--- src/rtl/gsel_pkg.sv ---
package gsel_pkg;

    typedef enum logic [1:0] {
        GAM_ZERO = 2'b00,
        GAM_POS  = 2'b01,
        GAM_RSV  = 2'b10,
        GAM_NEG  = 2'b11
    } gamma_e;

    typedef enum logic [3:0] {
        ST_OFF,
        ST_FULL,
        ST_HALF_S123,
        ST_HALF_S234,
        ST_REC_NO_S1,
        ST_REC_S8_FULL,
        ST_REC_S8_HALF,
        ST_REC_S7_FULL,
        ST_REC_S7_HALF
    } gstate_e;

    typedef struct packed {
        logic [7:0] main;
        logic [3:0] help;
        logic       np_closed;
    } gate_word_t;

    localparam gate_word_t GW_SAFE = '{main: 8'h00, help: 4'h0, np_closed: 1'b1};

    function automatic logic dev_valid(input logic [2:0] dev);
        return (dev >= 3'd1) && (dev <= 3'd4);
    endfunction

    function automatic int unsigned wrap_idx(input int unsigned base,
                                             input int unsigned ofs,
                                             input int unsigned n);
        return (base + ofs) % n;
    endfunction

endpackage

--- src/rtl/gsel_decode.sv ---
module gsel_decode
    import gsel_pkg::*;
#(
    parameter int DIFF_W = 12,
    parameter int PH_W   = 2
) (
    input  logic [PH_W-1:0]          phase,
    input  logic [1:0]               gamma,
    input  logic signed [DIFF_W-1:0] cap_diff,
    input  logic [2:0]               flt_dev,
    input  logic [PH_W-1:0]          flt_phase,
    input  logic                     flt_short,
    output gstate_e                  state
);
    logic    hit;
    logic    low_pair;
    gamma_e  g;

    assign g        = gamma_e'(gamma);
    assign hit      = dev_valid(flt_dev) && (flt_phase == phase);
    assign low_pair = (flt_dev == 3'd1) || (flt_dev == 3'd2);

    always_comb begin
        state = ST_OFF;
        unique case (g)
            GAM_NEG, GAM_RSV: state = ST_OFF;
            GAM_POS: begin
                if (!hit)
                    state = ST_FULL;
                else if (low_pair)
                    state = (flt_dev == 3'd1 && !flt_short) ? ST_REC_NO_S1 : ST_REC_S8_FULL;
                else
                    state = ST_REC_S7_FULL;
            end
            GAM_ZERO: begin
                if (!hit)
                    state = (cap_diff < 0) ? ST_HALF_S123 : ST_HALF_S234;
                else if (low_pair)
                    state = ST_REC_S8_HALF;
                else
                    state = ST_REC_S7_HALF;
            end
            default: state = ST_OFF;
        endcase
    end
endmodule

--- src/rtl/gsel_pattern.sv ---
module gsel_pattern
    import gsel_pkg::*;
(
    input  gstate_e    state,
    output gate_word_t word
);
    always_comb begin
        word = GW_SAFE;
        unique case (state)
            ST_OFF:         word = GW_SAFE;
            ST_FULL:        word = '{main: 8'h0F, help: 4'h0, np_closed: 1'b1};
            ST_HALF_S123:   word = '{main: 8'h07, help: 4'h0, np_closed: 1'b1};
            ST_HALF_S234:   word = '{main: 8'h0E, help: 4'h0, np_closed: 1'b1};
            ST_REC_NO_S1:   word = '{main: 8'h0E, help: 4'h5, np_closed: 1'b0};
            ST_REC_S8_FULL: word = '{main: 8'h8C, help: 4'h5, np_closed: 1'b0};
            ST_REC_S8_HALF: word = '{main: 8'h8C, help: 4'h0, np_closed: 1'b1};
            ST_REC_S7_FULL: word = '{main: 8'h43, help: 4'hA, np_closed: 1'b0};
            ST_REC_S7_HALF: word = '{main: 8'h43, help: 4'h0, np_closed: 1'b1};
            default:        word = GW_SAFE;
        endcase
    end
endmodule

--- src/rtl/gsel_outreg.sv ---
module gsel_outreg
    import gsel_pkg::*;
#(
    parameter int PH_W = 2
) (
    input  logic            clk,
    input  logic            rst,
    input  logic            upd,
    input  gate_word_t      word_d,
    input  logic [PH_W-1:0] help_d,
    output gate_word_t      word_q,
    output logic [PH_W-1:0] help_q
);
    always_ff @(posedge clk) begin
        if (rst) begin
            word_q <= GW_SAFE;
            help_q <= '0;
        end else if (upd) begin
            word_q <= word_d;
            help_q <= help_d;
        end
    end

    p_hold_r2: assert property (@(posedge clk) disable iff (rst)
        !upd |=> ($stable(word_q) && $stable(help_q)));

    p_helper_np_r7: assert property (@(posedge clk) disable iff (rst)
        (word_q.help != 4'h0) |-> !word_q.np_closed);

    p_np_open_helper_r8: assert property (@(posedge clk) disable iff (rst)
        !word_q.np_closed |-> (word_q.help != 4'h0));

    p_helper_pair_r10: assert property (@(posedge clk) disable iff (rst)
        $countones(word_q.help) == 0 || $countones(word_q.help) == 2);
endmodule

--- src/rtl/gate_state_selector.sv ---
module gate_state_selector
    import gsel_pkg::*;
#(
    parameter int NUM_PHASES = 4,
    parameter int HELP_OFS   = 2,
    parameter int DIFF_W     = 12,
    localparam int PH_W      = $clog2(NUM_PHASES)
) (
    input  logic                     clk,
    input  logic                     rst,
    input  logic                     upd,
    input  logic [PH_W-1:0]          phase,
    input  logic [1:0]               gamma,
    input  logic signed [DIFF_W-1:0] cap_diff,
    input  logic [2:0]               flt_dev,
    input  logic [PH_W-1:0]          flt_phase,
    input  logic                     flt_short,
    output logic [7:0]               gate_main,
    output logic [3:0]               gate_help,
    output logic [PH_W-1:0]          help_phase,
    output logic                     np_closed
);
    gstate_e         st;
    gate_word_t      word_d;
    gate_word_t      word_q;
    logic [PH_W-1:0] help_d;
    logic [PH_W-1:0] help_q;

    gsel_decode #(.DIFF_W(DIFF_W), .PH_W(PH_W)) u_dec (
        .phase(phase), .gamma(gamma), .cap_diff(cap_diff),
        .flt_dev(flt_dev), .flt_phase(flt_phase), .flt_short(flt_short),
        .state(st)
    );

    gsel_pattern u_pat (.state(st), .word(word_d));

    assign help_d = PH_W'(wrap_idx(int'(phase), HELP_OFS, NUM_PHASES));

    gsel_outreg #(.PH_W(PH_W)) u_reg (
        .clk(clk), .rst(rst), .upd(upd),
        .word_d(word_d), .help_d(help_d),
        .word_q(word_q), .help_q(help_q)
    );

    assign gate_main  = word_q.main;
    assign gate_help  = word_q.help;
    assign np_closed  = word_q.np_closed;
    assign help_phase = help_q;

    p_demag_r4: assert property (@(posedge clk) disable iff (rst)
        (upd && gamma[1]) |=> (gate_main == 8'h00 && gate_help == 4'h0 && np_closed));

    p_full_np_r3: assert property (@(posedge clk) disable iff (rst)
        (gate_main[3:0] == 4'hF) |-> np_closed);

    p_healthy_np_r11: assert property (@(posedge clk) disable iff (rst)
        (upd && !dev_valid(flt_dev)) |=> np_closed);

    p_wrap_r6: assert property (@(posedge clk) disable iff (rst)
        upd |=> (int'(help_phase) == (int'($past(phase)) + HELP_OFS) % NUM_PHASES));
endmodule

--- config.mk ---
export PLATFORM = sky130hd
export DESIGN_NAME = gate_state_selector
export DESIGN_NICKNAME = d
export VERILOG_FILES = /design/src/rtl/gsel_pkg.sv /design/src/rtl/gsel_decode.sv /design/src/rtl/gsel_pattern.sv /design/src/rtl/gsel_outreg.sv /design/src/rtl/gate_state_selector.sv
export SDC_FILE = /design/constraint.sdc
export NUM_CORES = 1
export LEC_CHECK = 0
export BUFFER_PORTS_ARGS = -buffer_cell sky130_fd_sc_hd__buf_2
export CAP_MARGIN = 20
export CORE_UTILIZATION = 44
export CTS_BUF_LIST = sky130_fd_sc_hd__clkbuf_16
export DETAILED_ROUTE_END_ITERATION = 7
export PLACE_DENSITY = 0.76
export REMOVE_ABC_BUFFERS = 1
export SETUP_SLACK_MARGIN = 0.2
export SLEW_MARGIN = 20
export SYNTH_ARGS = -nofsm -noshare
export SYNTH_HDL_FRONTEND = slang
export SYNTH_SLANG_ARGS = --single-unit
--- constraint.sdc ---
create_clock -name clk -period 2.96 [get_ports clk]
set_clock_uncertainty 0.05 [all_clocks]
set_input_delay 0.592 -clock clk [delete_from_list [all_inputs] [get_ports clk]]
set_output_delay 0.592 -clock clk [all_outputs]
set_load 0.02 [all_outputs]
==> summary.md, run 1 <==
| Metric | Value |
|---|---|
| # DRC | `0` |
| Post-CTS sizing | `0` |
| Multiplexer area fraction after synthesis | `0.0124` |
| Post-Synth XOR/XNOR Area | `0.0759` |
| CP max stage cell | `or3b_1` |
| Crit Path Class | `in -> reg` |
| Die Wd | `44.9 µm` |
| # IOs | `40` |
| Initial Util | `0.468` |
| Kind of cell adding the most delay to the critical path | `compound AO/OA/AOI/OAI gates` |
| Placed Cells | `134` |
| Setup crit start kind | `input port` |
| Syn Area/Cell | `8.79 µm²` |
| Slew @ Worst Pin | `511 ps` |
| #FFs+latches synth | `11` |
| EDFF count, synth | `0` |
| RePlAce Congestion | `0.807` |
| Root buf cell | `clkbuf_16` |
| WL final | `1660 µm` |
| H-Tree Depth | `1` |
| Area growth syn-to-layout | `21.7%` |
| RSZ-0062 raised after global routing | `no` |
| Clock Latency Late Sink | `240 ps` |
| VDD IR-drop max | `284 µV` |
| Hold Path End | `u_reg.word_q[3]` |
| Overflow after GRT | `0` |
| FMAX | `406 MHz` |
| Largest family of logic cells by synthesized area | `compound AO/OA/AOI/OAI gates` |
| GRT Total Usage | `0.188` |
| Crit path cell chain | `buf_2, or3b_1, a211oi_2, xnor2_1, nand2b_1, ha_1, o211a_1, o2111ai_1, o311ai_0` |
| Cts hold-fix bufs | `0` |
| Commonest non-fill, non-tap cell in the layout | `buf_2` |
| Buf/Inv on CP | `1` |
| Tot Pwr | `0.000502 W` |
| Async SR Flop Fraction | `0` |
| Final nets | `143` |
| Antenna violations before repair | `0` |
| First-pass GRT wire length | `2730 µm` |
| # diodes | `0` |
| Yosys warns | `0` |
| Synth Flop Type | `dfxtp_1` |
| Cells after synthesis | `92` |
| Core area | `1730 µm²` |
| Worst hold path class | `reg -> reg` |
| Row count | `15` |
| TritonCTS buffer count | `3` |
| DRT Pass-1 Iters | `4` |
| Post-Syn Area | `808 µm²` |
| Fraction of layout cells with a size suffix above 1 | `0.301` |
| Max-cap violations | `0` |
| Synth Area in Compound Gates | `0.276` |
| Via/cell ratio | `5.24` |
| TNS Setup | `0 ps` |
| WL per Instance | `12.0 µm` |
| Setup repair bufs after CTS | `0` |
| Hold slack | `418 ps` |
| R2R Path Start | `u_reg.word_q[5]` |
| # setup viols final | `0` |
| Static Leak | `0.454 nW` |
| Largest net degree at the start of global routing | `14` |
| CP endpoint kind | `flip-flop` |
| HPWL Detailed | `1240 µm` |
| Worst Path Max Fanout | `13` |
| Fill cells | `161` |
| Clock transition at path regs | `40 ps` |
| Pwr Density | `510 nW/µm²` |
| Worst hold stages | `2` |
| Vias | `723` |
| Most frequent cells in the layout | `buf_2, dfxtp_1, nor2_1, inv_1` |
| Worst path required time | `3000 ps` |
| Slew Limit Fails | `0` |
| Synth area leader | `dfxtp_1` |
| Synth cell types | `43` |
| Count of input and output buffers | `26` |
| FF+latch area | `220 µm²` |
| Fin cells | `138` |
| Initial DRC count | `15` |
| R2R Setup Slk | `2170 ps` |
| Crit Reg-Reg Endpoint | `u_reg.word_q[5]` |
| Post-synthesis sequential area ratio | `0.272` |
| Rel. slew slack | `0.658` |
| Arrival @ worst endpoint | `2500 ps` |
| Die area | `2010 µm²` |
| R2R cell count | `2` |
| Post-route ant nets | `0` |
| Final period util | `0.831` |
| Clk sinks | `11` |
| Synth Area in Adders | `0.0619` |
| Final hold vios | `0` |
| Vias in the first global route | `631` |
| Share of the synthesized area in the top cell type | `0.272` |
| Die H | `44.9 µm` |
| Area of the multi-input gates | `508 µm²` |
| Critical Path Max Stage Delay | `390 ps` |
| CTS tree | `yes` |
| Clk buf depth | `2` |
| Top post-synthesis cells by area | `dfxtp_1, ha_1, buf_4` |
| Run status | `completed` |
| Post-Synth Simple-Gate Area | `0.193` |
| Min Tclk post-route | `2460 ps` |
| Hold path start | `u_reg.word_q[3]` |
-- routing by layer --
metal  track usage  part of all wire  vias up
met2         0.332              0.51       21
met4        0.0788            0.0072        0
met3        0.0480             0.056        2
met5             0                 0        -
li1              -                 -      374
met1         0.214              0.42      326
-- worst reg2reg max path, cell delays in order, from the launching register on --
cell	delay, ps
dfxtp_1	310
inv_1	40
o311ai_0	290
-- power breakdown --
part / switching [W] / internal [W] / total, W / leakage (nW)
Clock: 0.0000645 / 0.000177 / 0.000242 / 0.0423
Sequential: 0.00000289 / 0.000156 / 0.000159 / 0.0901
Combinational: 0.0000617 / 0.0000395 / 0.000101 / 0.322
Total: 0.000129 / 0.000372 / 0.000502 / 0.454
-- area by class of cell --
class	instances	area share
multi-input combinational	68	0.517
sequential	11	0.224
timing repair buffer	26	0.132
clock buffer	3	0.0763
tap	25	0.0318
inverter	4	0.0153
clock inverter	1	0.00382
-- synthesized netlist by cell type (2+ instances only) --
cell,instances
nand2_1,3
buf_4,6
nor2_1,7
a21oi_1,3
dfxtp_1,11
o211a_1,2
o21ai_0,4
o2111ai_1,2
xnor2_1,3
ha_1,4
xor2_1,4
nand3_1,2
a32o_1,2
inv_1,4
a211oi_1,3
a21o_1,2
a31oi_1,2
o32a_1,2
nand2b_1,2
-- registers in the layout (all words and copies together), names as in the netlist --
signal        flops
u_reg.help_q      2
u_reg.word_q      9
-- per-stage QoR --
stage | setup WS (ps) | util | cell area, µm²
2_1_floorplan | 685 | - | 743
3_3_place_gp | 340 | 0.524 | 905
3_5_place_dp | 312 | 0.524 | 905
4_1_cts | 506 | 0.570 | 983
5_1_grt | 367 | 0.570 | 983
6_report | 499 | 0.570 | 983
-- kinds of logic after synthesis --
family,Yosys count
muxes,1
AOI/OAI and AO/OA,29
and+or+nand+nor,25
xor gates and xnor gates,7
buffers and inverters,14
other,1
DFF,11
adders and majority gates,4
-- worst max-delay path by stage --
stage / start / to / slack [ps] / cells past startpoint
2_1_floorplan: flt_dev[1] / u_reg.word_q[5] / 690 / 8
3_3_place_gp: flt_dev[2] / u_reg.word_q[5] / 340 / 9
3_5_place_dp: flt_dev[2] / u_reg.word_q[5] / 310 / 9
4_1_cts: flt_dev[2] / u_reg.word_q[5] / 510 / 9
5_1_grt: flt_dev[2] / u_reg.word_q[5] / 370 / 9
6_report: flt_dev[2] / u_reg.word_q[5] / 500 / 9
(Power assumes the default switching activity.)
==> run 2, diff against run 1 <==
ABC_AREA = 1   (was not set)
clock period = 2.49 ns   (was 2.96 ns; I/O delays follow)
==> run 2 against run 1 <==
  * Non-clock buffer count did not move
  * Hold slack got worse by 12 ps
  * Critical path depth rose by 7
  * Cell count rose by 25%
  * Synthesized cell count rose by 33%
  * Clock-buffer cell count did not move
  * Routed wire length rose by 6.6%
  * Worst setup slack got worse by 60 ps
  * Global-route usage fell by 0.16 points
  * First-iteration DRC count fell by 20%
  * Via count rose by 12%
==> summary.md, run 2 <==
| Metric | Value |
|---|---|
| Area of the multi-input gates | `474 µm²` |
| Largest net degree at the start of global routing | `16` |
| Arrival @ worst endpoint | `2130 ps` |
| CP endpoint kind | `flip-flop` |
| Crit Reg-Reg Endpoint | `u_reg.word_q[4]` |
| Final period util | `0.824` |
| Largest register FFs | `9` |
| Cell area after layout | `1010 µm²` |
| Hold Path End | `u_reg.word_q[8]` |
| Syn Area/Cell | `6.56 µm²` |
| Slew Limit Fails | `0` |
| RSZ-0062 raised after global routing | `no` |
| R2R cell count | `2` |
| Initial DRC count | `12` |
| Die area | `1990 µm²` |
| Clk sinks | `11` |
| # DRC | `0` |
| GRT Total Usage | `0.186` |
| # IOs | `40` |
| Most numerous cell in the Yosys netlist | `nand2_1` |
| WL per Instance | `10.2 µm` |
| Fill cells | `158` |
| Die Wd | `44.7 µm` |
| # diodes | `0` |
| Leading cell types by count after synthesis | `nand2_1, inv_1, dfxtp_1` |
| Core area | `1710 µm²` |
| Synth area leader | `dfxtp_1` |
| RePlAce Congestion | `0.827` |
| Post-synthesis sequential area ratio | `0.275` |
| HPWL Detailed | `1370 µm` |
| Clk buf depth | `2` |
| EDFF count, synth | `0` |
| H-Tree Depth | `1` |
| Most flops, register | `u_reg.word_q` |
| Post-Synth Simple-Gate Area | `0.389` |
| Initial Util | `0.469` |
| Hold path start | `u_reg.word_q[8]` |
| Multiplexer area fraction after synthesis | `0` |
| FMAX | `487 MHz` |
| First-pass GRT wire length | `2600 µm` |
| Worst path required time | `2570 ps` |
| Post-route ant nets | `0` |
| Share of the synthesized area in the top cell type | `0.275` |
| Clock transition at path regs | `40 ps` |
| Worst hold stages | `2` |
| Area post-placement | `931 µm²` |
| Cells after synthesis | `122` |
| # setup viols final | `0` |
| Vias in the first global route | `630` |
| Final hold vios | `0` |
| Static Leak | `0.579 nW` |
| R2R Path Start | `u_reg.word_q[4]` |
| Cts hold-fix bufs | `0` |
| CTS tree | `yes` |
| Top Registers | `u_reg.word_q (9), u_reg.help_q (2)` |
| Die H | `44.7 µm` |
| Largest family of logic cells by synthesized area | `simple AND/OR/NAND/NOR gates` |
| Vias | `809` |
| Setup repair bufs after CTS | `0` |
| Worst Path Max Fanout | `4` |
| Synth Area in Adders | `0.0625` |
| Post-Syn Area | `801 µm²` |
| Async SR Flop Fraction | `0` |
| Synth Flop Type | `dfxtp_1` |
| Worst hold path class | `reg -> reg` |
| Antenna violations before repair | `0` |
| Row count | `15` |
| Post-Synth XOR/XNOR Area | `0.0109` |
| R2R Setup Slk | `1760 ps` |
| Final nets | `178` |
| Final core occ | `0.591` |
| Crit path from | `flt_dev[0]` |
| Fraction of layout cells with a size suffix above 1 | `0.284` |
| TritonCTS buffer count | `3` |
| Run status | `completed` |
| Max-cap violations | `0` |
| Pwr Density | `597 nW/µm²` |
| WL final | `1770 µm` |
| Tot Pwr | `0.000603 W` |
| Setup crit start kind | `input port` |
| Synth cell types | `22` |
| Overflow after GRT | `0` |
| #FFs+latches synth | `11` |
| Top post-synthesis cells by area | `dfxtp_1, nand2_1, inv_1` |
| Yosys warns | `0` |
| Most frequent cells in the layout | `nand2_1, buf_2, inv_1, dfxtp_1, nor2_1` |
| Clock Latency Late Sink | `240 ps` |
| Crit Path Class | `in -> reg` |
| Commonest non-fill, non-tap cell in the layout | `nand2_1` |
| Post-CTS sizing | `0` |
| FF+latch area | `220 µm²` |
| Root buf cell | `clkbuf_16` |
| Count of input and output buffers | `26` |
| Synth Area in Compound Gates | `0.120` |
| DRT Pass-1 Iters | `4` |
| Area growth syn-to-layout | `26.1%` |
| TNS Setup | `0 ps` |
| Min Tclk post-route | `2050 ps` |
| Via/cell ratio | `4.68` |
| VDD IR-drop max | `440 µV` |
run 2: worst max-delay path by stage:
stage                     slack [ps]               end
after floorplan                  530   u_reg.word_q[5]
after global placement           300   u_reg.word_q[5]
after detailed placement         200   u_reg.word_q[5]
after CTS                        440   u_reg.word_q[5]
after global routing             280  u_reg.word_q[11]
final                            440   u_reg.word_q[5]
run 2: final cells by class:
cell class | count | share of cell area
Sequential cell | 11 | 0.218
Multi-Input combinational cell | 87 | 0.470
Inverter | 20 | 0.0743
Tap cell | 25 | 0.0310
Clock buffer | 3 | 0.0743
Timing Repair Buffer | 26 | 0.129
Clock inverter | 1 | 0.00372
run 2: cell families (layout without fill, tap and decap cells):
kind of cell / Yosys count / in the layout
flops: 11 / 11
fa+ha+maj: 4 / 4
other cells: 1 / 2
buf+inv: 25 / 50
xor+xnor: 1 / 1
simple gates: 62 / 62
compound gates: 18 / 18
run 2: where the power goes:
group          switching (W)  total [W]  internal [W]
sequential        0.00000455   0.000192      0.000187
combinational      0.0000830   0.000125     0.0000418
clock              0.0000758   0.000286      0.000210
run 2: layer usage:
metal / up-vias / wire length (µm) / track usage
met3: 5 / 96 / 0.0735
met1: 350 / 743 / 0.209
li1: 431 / - / -
met4: 0 / 27 / 0.0727
met5: - / 0 / 0
met2: 23 / 902 / 0.315
run 2: stage by stage:
step                hold WS [ps]  setup WS, ps  std cells
global placement             403           295        169
global route                 440           282        173
CTS                          412           440        173
finish                       406           439        173
floorplan                    486           526        118
detailed placement           406           198        169
run 2: critical path, cell delays in order:
cell,delay (ps)
buf_2,110
inv_2,70
nand2_2,70
nand2_1,60
nand2_1,70
nor2_4,150
nand2_1,60
inv_1,70
nand3_1,60
o21ai_1,170
inv_1,100
ha_1,350
nand2_1,70
o21ai_0,80
nand3_1,80
nand2_1,50
==> run 3, diff against run 2 <==
ABC_AREA = 0   (was 1)
clock period = 1.95 ns   (was 2.49 ns; I/O delays follow)
==> run 3 against run 2 <==
  * The run now ends with setup timing left
  * Routed wire length grew 15%
  * Combinational power grew 79%
  * Die area grew 0.90%
  * Critical path depth shrank 6
  * Worst setup slack lost 460 ps
  * Power grew 39%
  * Global-route usage grew 3.3 points
  * Design area grew 22%
  * Non-clock buffer count grew 17
  * Cell count shrank 10%
  * Utilization grew 12 points
  * Critical path type unchanged
  * Critical endpoint is now u_reg.word_q[4]
  * Highest routed layer unchanged
==> summary.md, run 3 (same netlist as run 1, synthesis figures left out) <==
| Metric | Value |
|---|---|
| # diodes | `0` |
| Initial DRC count | `12` |
| Area growth syn-to-layout | `52.5%` |
| Critical Path Max Stage Delay | `380 ps` |
| Vias in the first global route | `726` |
| Metal3 WL | `93 µm` |
| Crit path cell chain | `buf_6, or3b_4, a211oi_2, xnor2_1, nor2b_4, ha_4, buf_4, buf_6, buf_4, a32o_1` |
| RePlAce Congestion | `0.807` |
| H-Tree Depth | `1` |
| WL per Instance | `13.2 µm` |
| M1 WL | `866 µm` |
| Most flops, register | `u_reg.word_q` |
| Fin cells | `155` |
| Static Leak | `0.556 nW` |
| Die H | `44.9 µm` |
| TritonCTS buffer count | `3` |
| Die Wd | `44.9 µm` |
| Slew @ Worst Pin | `678 ps` |
| Arrival @ worst endpoint | `2050 ps` |
| GRT Total Usage | `0.219` |
| Clock Latency Late Sink | `240 ps` |
| Worst Path Max Fanout | `3` |
| Via/cell ratio | `5.29` |
| WL final | `2040 µm` |
| Worst hold path class | `in -> reg` |
| Clk buf depth | `2` |
| VDD IR-drop max | `489 µV` |
| Count of input and output buffers | `26` |
| Cts hold-fix bufs | `0` |
| FF+latch area | `220 µm²` |
| Final period util | `1.01` |
| Run status | `finished with violations` |
| Initial Util | `0.468` |
| Vias | `820` |
| Commonest non-fill, non-tap cell in the layout | `buf_2` |
| Rel. slew slack | `0.544` |
| Most frequent cells in the layout | `buf_2, buf_4, dfxtp_1, nor2_1, buf_6` |
| Fill cells | `137` |
| Row count | `15` |
| Area of the multi-input gates | `599 µm²` |
| Overflow after GRT | `0` |
| Antenna violations before repair | `0` |
| Core area | `1730 µm²` |
| Tot Pwr | `0.000839 W` |
| RSZ-0062 raised after global routing | `yes` |
| Max-cap violations | `0` |
| Top Registers | `u_reg.word_q (9), u_reg.help_q (2)` |
| Fraction of layout cells with a size suffix above 1 | `0.500` |
| Violated checks | `setup timing` |
| Clk sinks | `11` |
| Max Used Layer | `met4` |
| Final WS setup | `-18.6 ps` |
| # IOs | `40` |
| HPWL Detailed | `1390 µm` |
| Pwr Density | `681 nW/µm²` |
| Largest register FFs | `9` |
| Placed Cells | `148` |
| Final hold vios | `0` |
| Die area | `2010 µm²` |
| Clock transition at path regs | `40 ps` |
| Crit Path Class | `in -> reg` |
| # setup viols final | `3` |
| Routed wl met2 | `1060 µm` |
| CTS tree | `yes` |
| # DRC | `0` |
| Final nets | `160` |
| Root buf cell | `clkbuf_16` |
| Slew Limit Fails | `0` |
| CP max stage cell | `or3b_4` |
| First-pass GRT wire length | `3220 µm` |
| Post-route ant nets | `0` |
| Largest net degree at the start of global routing | `14` |
| Worst path required time | `2030 ps` |
| FMAX | `508 MHz` |
| DRT Pass-1 Iters | `4` |
| Min Tclk post-route | `1970 ps` |
| CP endpoint kind | `flip-flop` |
| Setup crit start kind | `input port` |
-- run 3: area by class of cell --
type / instances / area share
flip-flops and latches: 11 / 0.179
well taps: 25 / 0.0254
clock buffers: 3 / 0.0609
multi-input cells: 68 / 0.486
repair buffers: 43 / 0.234
clock inverters: 1 / 0.00305
inverters: 4 / 0.0122
-- run 3: final timing paths --
check | cells past startpoint | slack, ps | startpoint | endpoint
hold / removal | 3 | 380 | phase[0] | u_reg.help_q[0]
setup reg to reg | 1 | 1170 | u_reg.word_q[0] | u_reg.word_q[0]
hold reg to reg | 2 | 420 | u_reg.word_q[3] | u_reg.word_q[3]
setup / recovery | 10 | -20 | flt_dev[0] | u_reg.word_q[4]
-- run 3: what timing repair did --
| item | in CTS | in global routing |
|---|---|---|
| resized for setup | 16 | 10 |
| buffers inserted | 2 | 1 |
| pin swaps | 14 | 4 |
| setup endpoints to repair | 7 | 8 |
-- run 3: stage by stage --
stage / setup TNS, ps / util / area [µm²] / setup WS, ps / hold WS, ps
global route: -455 / 0.714 / 1230 / -106 / 391
detailed placement: -2040 / 0.585 / 1010 / -386 / 416
finish: -44.0 / 0.714 / 1230 / -18.6 / 382
CTS: -111 / 0.684 / 1180 / -64.5 / 388
global placement: -1700 / 0.585 / 1010 / -337 / 399
floorplan: -265 / - / 743 / -123 / 409
-- run 3: power by group --
group	switching (W)	total [W]	internal, W
registers	0.00000499	0.000241	0.000236
clock network	0.000104	0.000374	0.000269
logic	0.000120	0.000224	0.000104
-- run 3: per-layer routing --
layer  up-vias  global-route usage
met1       390               0.246
met4         0              0.0545
met5         -                   0
met3         4              0.0640
met2        26               0.403
li1        400                   -
-- run 3: worst max-delay path, delay by kind of cell --
kind            cells  cell delay [ps]
simple gates        2              530
fa+ha+maj           1              170
buf+inv             4              430
compound gates      2              410
xor+xnor            1              110
